<file path="src/rtl/par_frame_pkg.sv">
package par_frame_pkg;
  // data bits per message; the message length is fixed by the block's function
  localparam int unsigned MSG_BITS = 3;
  localparam int unsigned POS_W    = $clog2(MSG_BITS + 1);

  typedef logic [POS_W-1:0] pos_t;

  // running even parity: fold one more data bit into the accumulator
  function automatic logic par_fold(input logic acc, input logic b);
    return acc ^ b;
  endfunction

  // the position after the last data bit is the parity slot
  function automatic logic pos_is_slot(input pos_t p);
    return p == pos_t'(MSG_BITS);
  endfunction

  function automatic pos_t pos_advance(input pos_t p);
    return p + pos_t'(1);
  endfunction
endpackage

</file>
<file path="src/rtl/frame_pos_ctr.sv">
module frame_pos_ctr
  import par_frame_pkg::*;
(
  input  logic clk,
  input  logic rst,
  input  logic accept,
  input  logic slot_now,
  output pos_t pos
);
  pos_t pos_q;

  always_ff @(posedge clk) begin
    if (rst)           pos_q <= '0;
    else if (slot_now) pos_q <= '0;
    else if (accept)   pos_q <= pos_advance(pos_q);
  end

  assign pos = pos_q;
endmodule

</file>
<file path="src/rtl/parity_acc.sv">
module parity_acc
  import par_frame_pkg::*;
(
  input  logic clk,
  input  logic rst,
  input  logic accept,
  input  logic data_bit,
  input  logic clear,
  output logic acc
);
  logic acc_q;

  always_ff @(posedge clk) begin
    if (rst || clear) acc_q <= 1'b0;
    else if (accept)  acc_q <= par_fold(acc_q, data_bit);
  end

  assign acc = acc_q;
endmodule

</file>
<file path="src/rtl/serial_out_stage.sv">
module serial_out_stage (
  input  logic clk,
  input  logic rst,
  input  logic accept,
  input  logic slot_now,
  input  logic data_bit,
  input  logic par_bit,
  output logic out_bit,
  output logic out_parity_slot,
  output logic out_valid
);
  logic bit_q, slot_q, vld_q;

  always_ff @(posedge clk) begin
    if (rst) begin
      bit_q  <= 1'b0;
      slot_q <= 1'b0;
      vld_q  <= 1'b0;
    end else if (slot_now) begin
      bit_q  <= par_bit;
      slot_q <= 1'b1;
      vld_q  <= 1'b1;
    end else if (accept) begin
      bit_q  <= data_bit;
      slot_q <= 1'b0;
      vld_q  <= 1'b1;
    end else begin
      bit_q  <= 1'b0;
      slot_q <= 1'b0;
      vld_q  <= 1'b0;
    end
  end

  assign out_bit         = bit_q;
  assign out_parity_slot = slot_q;
  assign out_valid       = vld_q;
endmodule

</file>
<file path="src/rtl/par_frame_inserter.sv">
module par_frame_inserter
  import par_frame_pkg::*;
(
  input  logic clk,
  input  logic rst,
  input  logic in_bit,
  input  logic in_valid,
  output logic out_bit,
  output logic out_parity_slot,
  output logic out_valid
);
  pos_t pos;
  logic par_acc;
  logic slot_now;  // this edge emits the parity bit
  logic accept;    // this edge takes in a data bit

  assign slot_now = pos_is_slot(pos);
  assign accept   = in_valid && !slot_now;

  frame_pos_ctr u_pos (
    .clk      (clk),
    .rst      (rst),
    .accept   (accept),
    .slot_now (slot_now),
    .pos      (pos)
  );

  parity_acc u_par (
    .clk      (clk),
    .rst      (rst),
    .accept   (accept),
    .data_bit (in_bit),
    .clear    (slot_now),
    .acc      (par_acc)
  );

  serial_out_stage u_out (
    .clk             (clk),
    .rst             (rst),
    .accept          (accept),
    .slot_now        (slot_now),
    .data_bit        (in_bit),
    .par_bit         (par_acc),
    .out_bit         (out_bit),
    .out_parity_slot (out_parity_slot),
    .out_valid       (out_valid)
  );
endmodule

</file>
<file path="config.mk">
export PLATFORM = sky130hd
export DESIGN_NAME = par_frame_inserter
export DESIGN_NICKNAME = d
export VERILOG_FILES = /design/src/rtl/par_frame_pkg.sv /design/src/rtl/frame_pos_ctr.sv /design/src/rtl/parity_acc.sv /design/src/rtl/serial_out_stage.sv /design/src/rtl/par_frame_inserter.sv
export SDC_FILE = /design/constraint.sdc
export NUM_CORES = 1
export LEC_CHECK = 0
export ABC_AREA = 1
export ABC_CLOCK_PERIOD_IN_PS = 2000
export CORE_AREA = 10 10 47 49
export CTS_CLUSTER_DIAMETER = 200
export CTS_CLUSTER_SIZE = 14
export DETAILED_ROUTE_END_ITERATION = 10
export DIE_AREA = 0 0 57 59
export GPL_ROUTABILITY_DRIVEN = 1
export SLEW_MARGIN = 20
export SYNTH_ARGS = -nofsm -noshare
export SYNTH_HDL_FRONTEND = slang
export SYNTH_SLANG_ARGS = --single-unit
</file>
<file path="constraint.sdc">
create_clock -name clk -period 2 [get_ports clk]
set_input_delay 0.5 -clock clk [delete_from_list [all_inputs] [get_ports clk]]
set_output_delay 0.5 -clock clk [all_outputs]
set_load 0.01 [all_outputs]
</file>
# [Word-level counts from Yosys, hierarchy flattened]
# Index checks and enable logic that the tools add are counted.
[totals] register_bits=6 inputBits=4
[classes] add_sub_neg=1 eq_ne=1 muxes=5 n_bitwise=1 n_reduce_logical=4
[ops] operator="2-to-1 mux 1 bit" n=5
[ops] operator="adder 2 x 1 -> 2 bit, second input constant" n=1
[ops] operator="== test 2 bit, second input constant" n=1
[ops] operator="OR reduction 2 bit" n=1
[ops] operator="logical AND 1 bit" n=1
[ops] operator="logical NOT 1 bit" n=1
[ops] operator="logical OR 1 bit" n=1
[ops] operator="bitwise XOR 1 bit" n=1

# [Logic depth before layout (Yosys ltp)]
# Gate-level depths: netlist of the first run.
[logic_depth] word_depth=5 mapped_depth=6 ltp_nobuf=6

# [By module]
# Synthesis of the first run repeated with hierarchy kept, for this count alone.
[unflattened] cells_unflattened=34 hier_area_um2=239.0
[modules_own_cells] mod="serial_out_stage" instances=1 cells_each=13 area_per_inst_um2=98.8 seq_area_each_um2=60.1
[modules_own_cells] mod="frame_pos_ctr" instances=1 cells_each=11 area_per_inst_um2=78.8 seq_area_each_um2=40.0
[modules_own_cells] mod="parity_acc" instances=1 cells_each=6 area_per_inst_um2=41.3 seq_area_each_um2=20.0
[modules_own_cells] mod="par_frame_inserter" instances=1 cells_each=4 area_per_inst_um2=20.0 seq_area_each_um2=0.0

# [Least setup slack after synthesis of the first run]
# OpenSTA, ideal clock, no wires.
[synth_path] path_type="flip-flop to flip-flop" from="register u_pos.pos_q[0], in the netlist u_pos.pos[0]" to="register u_par.acc_q, in the netlist u_par.acc" setup_time_ps=64 arrival_ps=865 required_time_ps=1936 path_slack_ps=1072 stages_incl_launch_ff=7 period_less_slack_ps=928 path_cell_list="dfxtp_1 > ha_1 > inv_1 > nand3_2 > nand2_1 > inv_1 > nor2_1"
[synth_via] elab_chain_cells=3 word_cells_on_any_way=4
[synth_rtl] element="start, declared" line="frame_pos_ctr.sv:10" rtl="pos_t pos_q;"
[synth_rtl] element="start signal, assigned" line="frame_pos_ctr.sv:15" rtl="else if (accept) pos_q <= pos_advance(pos_q);"
[synth_rtl] element="== test 2 bit (*)" line="par_frame_pkg.sv:15" rtl="return p == pos_t'(MSG_BITS);"
[synth_rtl] element="via slot_now" line="par_frame_inserter.sv:14" rtl="logic slot_now;"
[synth_rtl] element="logical NOT 1 bit" line="par_frame_inserter.sv:18" rtl="assign accept = in_valid && !slot_now;"
[synth_rtl] element="logical AND 1 bit" line="par_frame_inserter.sv:18"
[synth_rtl] element="end signal, assigned" line="parity_acc.sv:15" rtl="else if (accept) acc_q <= par_fold(acc_q, data_bit);"
[synth_rtl] element="end, declared" line="parity_acc.sv:11" rtl="logic acc_q;"
# Mark *: on every way through the listed nets, which the timed path passes. The rest lies on a longest branch.
# A chain may end at the register's enable or synchronous reset.

# [Worst setup path after layout of the first run]
[layout_path] from="register u_out.slot_q, in the netlist u_out.out_parity_slot" to="output port out_parity_slot"
[layout_rtl] element="start, declared" line="serial_out_stage.sv:12" rtl="logic bit_q, slot_q, vld_q;"
[layout_rtl] element="start signal, assigned" line="serial_out_stage.sv:17" rtl="slot_q <= 1'b0;"
[layout_rtl] element="start signal, assigned" line="serial_out_stage.sv:21" rtl="slot_q <= 1'b1;"
[layout_rtl] element="start signal, assigned" line="serial_out_stage.sv:25" rtl="slot_q <= 1'b0;"
[layout_rtl] element="end, declared" line="par_frame_inserter.sv:9" rtl="output logic out_parity_slot,"
# No word-level cell between the ends.

==> flow_summary_export.csv, run 1 <==
group,metric,value,unit
status,outcome,"finished clean",
routing,met3_length,68,um
setup_path,cp_slowest_stage_delay,0.53,ns
clock_network,cts_tree,"done",
routing,dr.pass1.iters,4,
floorplanning,dieArea,3360,um2
routing,wl_met1,199,um
place,io_buffers,6,
clock_network,clkSinkCount,6,
synthesis,syn_area,225,um2
sta,slew_violations,0,
setup_path,crit_buf_inv,1,
final_layout,n_fill_cell,160,
synthesis,syn_area_per_cell,8.04,um2
routing,wl_per_cell,8.43,um
setup_path,rrSetupSlack,0.99,ns
synthesis,synth_top_family_by_area,"simple AND/OR/NAND/NOR gates",
global_routing,overflow,0,
setup_path,arrival,1.07,ns
floorplanning,core_area,1400,um2
power_and_ir_drop,max-vdd-ir-drop,0.199,mV
synthesis,syn-instance-count,28,
setup_path,cp_max_fo,1,
setup_path,crit_slowest_cell,"clkdlybuf4s50_1",
flow_run,cap_violations,0,
power_and_ir_drop,p_clk_share,39.8,%
power_and_ir_drop,p_int,0.213,mW
floorplanning,start_util,16.1,%
place,hpwlAfterDp,351,um
setup_path,path_cells,"clkdlybuf4s50_1",
synthesis,yosys.area_share.simple,25.6,%
setup_path,critical_path.top_delay_family,"buffers and inverters",
setup_path,crit_type,"reg -> out",
setup_path,start_kind,"register",
sta,slew_headroom,84.4,%
synthesis,synth.ff_latch_count,6,
routing,vias_per_cell,3.72,
sta,max_freq,639,MHz
synthesis,syn_nets,33,
clock_network,cts_setup_buffers,0,
setup_path,cp.required,1.50,ns
final_layout,most-common-layout-cells,"nor2_1 (6), clkdlybuf4s50_1 (6), dfxtp_1 (6)",
routing,top_layer,"met3",
place,place_congestion,0.709,
routing,vias,197,
sta,finalHoldViolCount,0,
clock_network,clk_latency,0.24,ns
power_and_ir_drop,sequentialPowerShare,48.0,%
sta,finalSetupTns,0,ns
power_and_ir_drop,leakage,0.144,nW
routing,wl,447,um
routing,drt_first_iter_violations,3,
sta,rsz0062_at_grt,"false",
synthesis,synth-compound-area-share,8.89,%
sta,tightest_slew,0.233,ns
worst_hold_path,hold_class,"reg -> reg",
clock_network,h-tree-depth,1,
synthesis,yosys_warnings,0,
setup_path,reg2reg_to,"u_par.acc",
synthesis,synth_seq_area_share,53.3,%
power_and_ir_drop,switching_power,0.0624,mW
worst_hold_path,holdPathStages,2,
power_and_ir_drop,switching_share,22.6,%
global_routing,antenna_found_initial,0,
sta,min_period,1.57,ns
floorplanning,die_y,59,um
global_routing,grt_max_degree,7,
final_layout,diodes,0,
power_and_ir_drop,p_per_area,841,nW/um2
global_routing,grt_use_total,3.34,%
global_routing,grt_first_pass_wirelength,786,um
power_and_ir_drop,power_frac_comb,12.2,%
setup_path,end_kind,"output port",
clock_network,ctsHoldBuffers,0,
worst_hold_path,min-delay-start,"u_par.acc",
synthesis,synth_xor_xnor_area_share,0,%
clock_network,cts-root-buf,"clkbuf_4",
clock_network,cts_made_buffers,3,
global_routing,grt_pass1_vias,197,
setup_path,r2r_cells,6,
routing,ant_nets,0,
final_layout,area_growth,45.6,%
sta,post-route-period-util,78.3,%
clock_network,path_clk_slew,0.04,ns
setup_path,startpoint,"u_out.out_parity_slot",
sta,fin_skew,0.00235,ns
final_layout,drive_above_1_share,10.8,%
routing,drc,0,
routing,dr_wl_met2,178,um
clock_network,clk_path_buf_depth,2,
final_layout,layout.nets,44,
sta,setup_viol,0,
floorplanning,placement_rows,14,
clock_network,cts_resized,0,
worst_hold_path,min_to,"u_out.out_bit",
floorplanning,num_io_pins,7,
setup_path,r2r_start,"u_pos.pos[0]",
final_layout,utilization,23.4,%
floorplanning,die_x,57,um
synthesis,synth_cell_types,9,
synthesis,muxShareOfSynthArea,0,%
synthesis,synthAdderAreaFrac,5.56,%
[per-layer routing]
| layer | GRT usage (%) | vias to the layer above |
|---|---|---|
| met2 | 3.88 | 9 |
| met5 | 0 | - |
| met4 | 3.02 | 0 |
| met3 | 4.29 | 0 |
| li1 | - | 110 |
| met1 | 2.75 | 78 |
[power by group through the flow]
stage,registers [mW],clock network (mW),logic (mW)
after floorplan,0.135,0,0.0154
after global placement,0.134,0,0.0326
after detailed placement,0.134,0,0.0339
after CTS,0.132,0.116,0.0340
after global routing,0.133,0.124,0.0392
final,0.132,0.110,0.0335
[worst max path at each step]
stage                                  to  depth (start not counted)
final                     out_parity_slot                          1
after detailed placement     u_pos.pos[1]                          4
after global routing              out_bit                          1
after floorplan                 u_par.acc                          6
after global placement       u_pos.pos[1]                          4
after CTS                       out_valid                          1
[Yosys cell counts]
| cell type | number | area share, % |
|---|---|---|
| inv_1 | 4 | 6.7 |
| nand2_1 | 5 | 8.3 |
| nor2_1 | 6 | 10 |
| ha_1 | 1 | 5.6 |
| nand4_1 | 1 | 2.8 |
| a21oi_1 | 3 | 6.7 |
| dfxtp_1 | 6 | 53 |
| o21ai_0 | 1 | 2.2 |
| nand3_2 | 1 | 4.4 |
[kinds of logic after synthesis]
group,Yosys count
simple gates,13
flops,6
compound gates,4
buf+inv,4
fa+ha+maj,1
[final cells by class]
| class | count | area [um2] | share of cell area [%] |
|---|---|---|---|
| clock buffer | 3 | 22.5 | 6.87 |
| inverter | 4 | 15.0 | 4.58 |
| multi-input combinational | 18 | 90.1 | 27.5 |
| sequential | 6 | 120 | 36.6 |
| tap | 16 | 20.0 | 6.11 |
| timing repair buffer | 6 | 60.1 | 18.3 |
[metrics by stage]
stage / setup WS, ns / std cells / instance area (um2) / hold slack, ns / total power [mW]
2_1_floorplan: 1.07 / 28 / 225 / 0.444 / 0.151
3_3_place_gp: 0.520 / 50 / 305 / 0.463 / 0.167
3_5_place_dp: 0.509 / 50 / 305 / 0.466 / 0.168
4_1_cts: 0.417 / 53 / 328 / 0.476 / 0.282
5_1_grt: 0.373 / 53 / 328 / 0.520 / 0.296
6_report: 0.434 / 53 / 328 / 0.478 / 0.276
[flip-flops by register name, summed over array words and instances (netlist names)]
name / cells
u_out.out_bit: 1
u_out.out_parity_slot: 1
u_out.out_valid: 1
u_par.acc: 1
u_pos.pos: 2
Power figures use the tool's default switching activity.
==> run 2, diff against run 1 <==
--- a/config.mk
+++ b/config.mk
@@ -6,7 +6,7 @@
 export NUM_CORES = 1
 export LEC_CHECK = 0
 export ABC_AREA = 1
-export ABC_CLOCK_PERIOD_IN_PS = 2000
+export ABC_CLOCK_PERIOD_IN_PS = 1400
 export CORE_AREA = 10 10 47 49
 export CTS_CLUSTER_DIAMETER = 200
 export CTS_CLUSTER_SIZE = 14
==> constraint.sdc (replaced) <==
create_clock -name clk -period 1.4 [get_ports clk]
set_input_delay 0.35 -clock clk [delete_from_list [all_inputs] [get_ports clk]]
set_output_delay 0.35 -clock clk [all_outputs]
set_load 0.01 [all_outputs]
==> flow_summary_export.csv, run 2 (synthesis results as in run 1) <==
group,metric,value,unit
clock_network,clkSinkCount,6,
routing,wl_per_cell,8.20,um
final_layout,multiInputGateArea,90.1,um2
place,place_congestion,0.702,
setup_path,cp_slowest_stage_delay,0.29,ns
power_and_ir_drop,leakage,0.160,nW
place,hpwlAfterDp,352,um
setup_path,cp.required,1.05,ns
final_layout,diodes,0,
global_routing,grt_use_total,2.77,%
clock_network,cts_made_buffers,3,
setup_path,worst-path-stages,1,
sta,finalSetupTns,0,ns
routing,vias,197,
global_routing,grt_pass1_vias,189,
setup_path,crit_slowest_cell,"dfxtp_1",
sta,slew_violations,0,
setup_path,r2r_cells,6,
routing,drt_first_iter_violations,3,
routing,wl,443,um
final_layout,largest_reg_flops,2,
global_routing,grt_first_pass_wirelength,717,um
flow_run,cap_violations,0,
sta,max_freq,872,MHz
floorplanning,die_y,59,um
sta,tightest_slew,0.228,ns
sta,min_period,1.15,ns
setup_path,crit_type,"reg -> out",
worst_hold_path,hold_class,"reg -> reg",
setup_path,critical_path.top_delay_family,"flip-flops",
place,place_inst,51,
floorplanning,placement_rows,14,
floorplanning,num_io_pins,7,
final_layout,drive_above_1_share,13.2,%
power_and_ir_drop,p_per_area,1180,nW/um2
clock_network,cts-root-buf,"clkbuf_4",
sta,rsz0062_at_grt,"false",
routing,drc,0,
status,outcome,"finished clean",
sta,post-route-period-util,81.9,%
sta,setup_viol,0,
floorplanning,core_area,1400,um2
clock_network,cts_tree,"done",
setup_path,cp_max_fo,1,
setup_path,arrival,0.80,ns
final_layout,area_growth,47.2,%
routing,dr.pass1.iters,2,
clock_network,clk_latency,0.24,ns
clock_network,clk_path_buf_depth,2,
final_layout,final_cells,54,
sta,fin_skew,0.00357,ns
routing,vias_per_cell,3.65,
setup_path,crit_buf_inv,1,
clock_network,cts_setup_buffers,0,
setup_path,path_cells,"dlygate4sd2_1",
setup_path,end_kind,"output port",
floorplanning,die_x,57,um
place,io_buffers,6,
sta,worst_hold_slack,0.469,ns
sta,finalHoldViolCount,0,
floorplanning,start_util,16.1,%
final_layout,n_fill_cell,163,
routing,ant_nets,0,
sta,slew_headroom,84.8,%
power_and_ir_drop,max-vdd-ir-drop,0.315,mV
worst_hold_path,holdPathStages,2,
final_layout,most-common-layout-cells,"nor2_1 (6), dfxtp_1 (6), nand2_1 (5)",
global_routing,grt_max_degree,7,
floorplanning,dieArea,3360,um2
final_layout,layout.nets,45,
clock_network,h-tree-depth,1,
global_routing,antenna_found_initial,0,
clock_network,path_clk_slew,0.05,ns
clock_network,ctsHoldBuffers,0,
global_routing,overflow,0,
setup_path,start_kind,"register",
final_layout,seqCellArea,120,um2
-- run 2: changes by cell type in the layout (fill, tap and decap cells not counted) --
cell / change
buf_4: +1
clkdlybuf4s50_1: -3
dlygate4sd2_1: +3
-- run 2: repair_timing --
action / CTS / global route
endpoints found under the setup margin: 3 / 0
endpoints found under the hold margin: 0 / 0
gates resized for setup: 3 / 0
-- run 2: layer usage --
| layer | part of all wire, % | track usage, % |
|---|---|---|
| met1 | 52 | 3.33 |
| met2 | 40 | 3.10 |
| met3 | 7.7 | 2.15 |
| met5 | 0 | 0 |
| met4 | 0 | 2.01 |
-- run 2: report_power, final --
group / leakage, nW / switching, mW / internal, mW
Clock: 0.0138 / 0.0587 / 0.0967
Combinational: 0.0968 / 0.0228 / 0.0235
Sequential: 0.0495 / 0.00557 / 0.183
-- run 2: worst paths after layout --
path / start / endpoint / slack [ns]
max: u_out.out_parity_slot / out_parity_slot / 0.25
min: u_par.acc / u_out.out_bit / 0.47
min reg2reg: u_par.acc / u_out.out_bit / 0.47
max reg2reg: u_pos.pos[0] / u_par.acc / 0.38
-- run 2: metrics by stage --
step | utilization (%) | setup WS (ns) | total power [mW] | cell area (um2)
finish | 23.7 | 0.253 | 0.391 | 332
global route | 23.7 | 0.205 | 0.410 | 332
CTS | 23.7 | 0.239 | 0.399 | 332
detailed placement | 22.3 | 0.0571 | 0.242 | 313
global placement | 22.3 | 0.0714 | 0.240 | 313
floorplan | - | 0.472 | 0.215 | 225
-- run 2: layout make-up --
type / count / area share (%)
Inverter: 4 / 4.53
Clock buffer: 3 / 6.79
Tap cell: 16 / 6.04
Sequential cell: 6 / 36.2
Multi-Input combinational cell: 18 / 27.2
Timing Repair Buffer: 7 / 19.2
==> run 3, diff against run 2 <==
--- a/config.mk
+++ b/config.mk
@@ -6,7 +6,7 @@
 export NUM_CORES = 1
 export LEC_CHECK = 0
 export ABC_AREA = 1
-export ABC_CLOCK_PERIOD_IN_PS = 1400
+export ABC_CLOCK_PERIOD_IN_PS = 950
 export CORE_AREA = 10 10 47 49
 export CTS_CLUSTER_DIAMETER = 200
 export CTS_CLUSTER_SIZE = 14
==> constraint.sdc (replaced) <==
create_clock -name clk -period 0.95 [get_ports clk]
set_input_delay 0.2375 -clock clk [delete_from_list [all_inputs] [get_ports clk]]
set_output_delay 0.2375 -clock clk [all_outputs]
set_load 0.01 [all_outputs]
==> flow_summary_export.csv, run 3 (synthesis results as in run 1) <==
group,metric,value,unit
setup_path,arrival,1.08,ns
worst_hold_path,hold_class,"reg -> reg",
sta,setup_ws,0.0415,ns
global_routing,busiest_layer,"met3",
final_layout,most-common-layout-cells,"nor2_1 (5), nand2_1 (5), buf_4 (5)",
power_and_ir_drop,sequentialPowerShare,47.0,%
final_layout,n_fill_cell,160,
clock_network,clkSinkCount,6,
routing,dr.pass1.iters,4,
sta,setup_viol,0,
clock_network,h-tree-depth,1,
clock_network,clk_latency,0.24,ns
global_routing,grt_util_met3,4.94,%
worst_hold_path,min_to,"u_out.out_bit",
power_and_ir_drop,switching_power,0.140,mW
sta,finalHoldViolCount,0,
status,outcome,"finished clean",
floorplanning,num_io_pins,7,
final_layout,area_growth,66.1,%
clock_network,cts_tree,"done",
worst_hold_path,min-delay-start,"u_par.acc",
global_routing,grt_first_pass_wirelength,779,um
place,pre_cts_ws,-0.266,ns
sta,finalSetupTns,0,ns
setup_path,r2r_start,"u_pos.pos[1]",
power_and_ir_drop,p_clk_share,38.0,%
global_routing,grt_use_total,3.20,%
place,io_buffers,6,
routing,ant_nets,0,
worst_hold_path,holdPathStages,2,
floorplanning,core_area,1400,um2
sta,fin_skew,0.00105,ns
floorplanning,dieArea,3360,um2
power_and_ir_drop,power_frac_comb,15.0,%
routing,drc,0,
global_routing,overflow,0,
global_routing,grt_max_degree,7,
global_routing,grt_pass1_vias,187,
final_layout,layout.nets,49,
clock_network,cts-root-buf,"clkbuf_4",
floorplanning,die_y,59,um
power_and_ir_drop,leakage,0.174,nW
routing,wl,519,um
sta,worst_hold_slack,0.471,ns
clock_network,clk_path_buf_depth,2,
final_layout,diodes,0,
clock_network,ctsHoldBuffers,0,
final_layout,utilization,26.7,%
sta,max_freq,1100,MHz
setup_path,end_kind,"register",
routing,drt_first_iter_violations,5,
sta,slew_headroom,85.6,%
sta,min_period,0.908,ns
global_routing,antenna_found_initial,0,
setup_path,start_kind,"register",
routing,wl_per_cell,8.95,um
power_and_ir_drop,max-vdd-ir-drop,0.792,mV
setup_path,rrSetupSlack,0.04,ns
sta,post-route-period-util,95.6,%
global_routing,use_met1,3.10,%
power_and_ir_drop,p_int,0.464,mW
place,hpwlAfterDp,373,um
floorplanning,start_util,16.1,%
final_layout,drive_above_1_share,45.2,%
clock_network,path_clk_slew,0.04,ns
setup_path,reg2reg_to,"u_pos.pos[1]",
sta,tightest_slew,0.216,ns
setup_path,cp_max_fo,3,
setup_path,r2r_cells,4,
floorplanning,die_x,57,um
setup_path,cp.required,1.12,ns
floorplanning,placement_rows,14,
global_routing,met2_usage,3.88,%
power_and_ir_drop,switching_share,23.2,%
place,place_congestion,0.659,
power_and_ir_drop,p_per_area,1610,nW/um2
sta,slew_violations,0,
clock_network,cts_made_buffers,3,
routing,vias_per_cell,3.83,
setup_path,crit_type,"reg -> reg",
final_layout,largest_reg_flops,2,
routing,vias,222,
flow_run,cap_violations,0,
==> run 3: cell count changes in the layout (fill, tap and decap cells not counted), sizes merged <==
cell,previous run,this run
buf,1,8
clkdlybuf4s50,3,2
dlygate4sd2,3,1
==> run 3: timing repair <==
action                                  4_1_cts  5_1_grt
buffers inserted                              1        0
endpoints found under the setup margin        6        5
pin swaps                                     0        1
resized for setup                            16        6
==> run 3: layer usage <==
layer,up-vias,share of wire (%)
met5,-,0
met4,0,0
met3,0,16
met2,11,41
met1,94,43
li1,117,-
==> run 3: area by class of cell <==
class	instances	area, um2	area share [%]
Tap cell	16	20.0	5.35
Multi-Input combinational cell	18	109	29.1
Clock buffer	3	22.5	6.02
Inverter	4	17.5	4.68
Timing Repair Buffer	11	81.3	21.7
Sequential cell	6	124	33.1
==> run 3: how the worst max path moves through the flow <==
stage                      start       endpoint  cells after the start
CTS                 u_pos.pos[0]   u_pos.pos[1]                      3
global placement        in_valid   u_pos.pos[1]                      4
global route        u_pos.pos[1]  u_out.out_bit                      4
floorplan           u_pos.pos[0]      u_par.acc                      6
finish              u_pos.pos[1]   u_pos.pos[1]                      4
detailed placement      in_valid   u_pos.pos[1]                      4
==> run 3: power by group through the flow <==
stage,Sequential (mW),Combinational (mW),Clock [mW]
2_1_floorplan,0.285,0.0324,0
6_report,0.284,0.0905,0.229
4_1_cts,0.278,0.0826,0.240
3_3_place_gp,0.283,0.0831,0
5_1_grt,0.287,0.101,0.264
3_5_place_dp,0.283,0.0841,0
==> run 3: critical path, cell delays in order, from the launching register on <==
cell and delay (ns):
dfxtp_2 0.33, ha_4 0.17, nor2_2 0.15, o21ai_0 0.10
nor2_1 0.09
==> run 3: per-stage QoR <==
step	cells	power (mW)	instance area, um2
5_1_grt	58	0.652	374
4_1_cts	58	0.601	354
6_report	58	0.604	374
3_5_place_dp	54	0.367	335
2_1_floorplan	28	0.317	225
3_3_place_gp	54	0.366	335
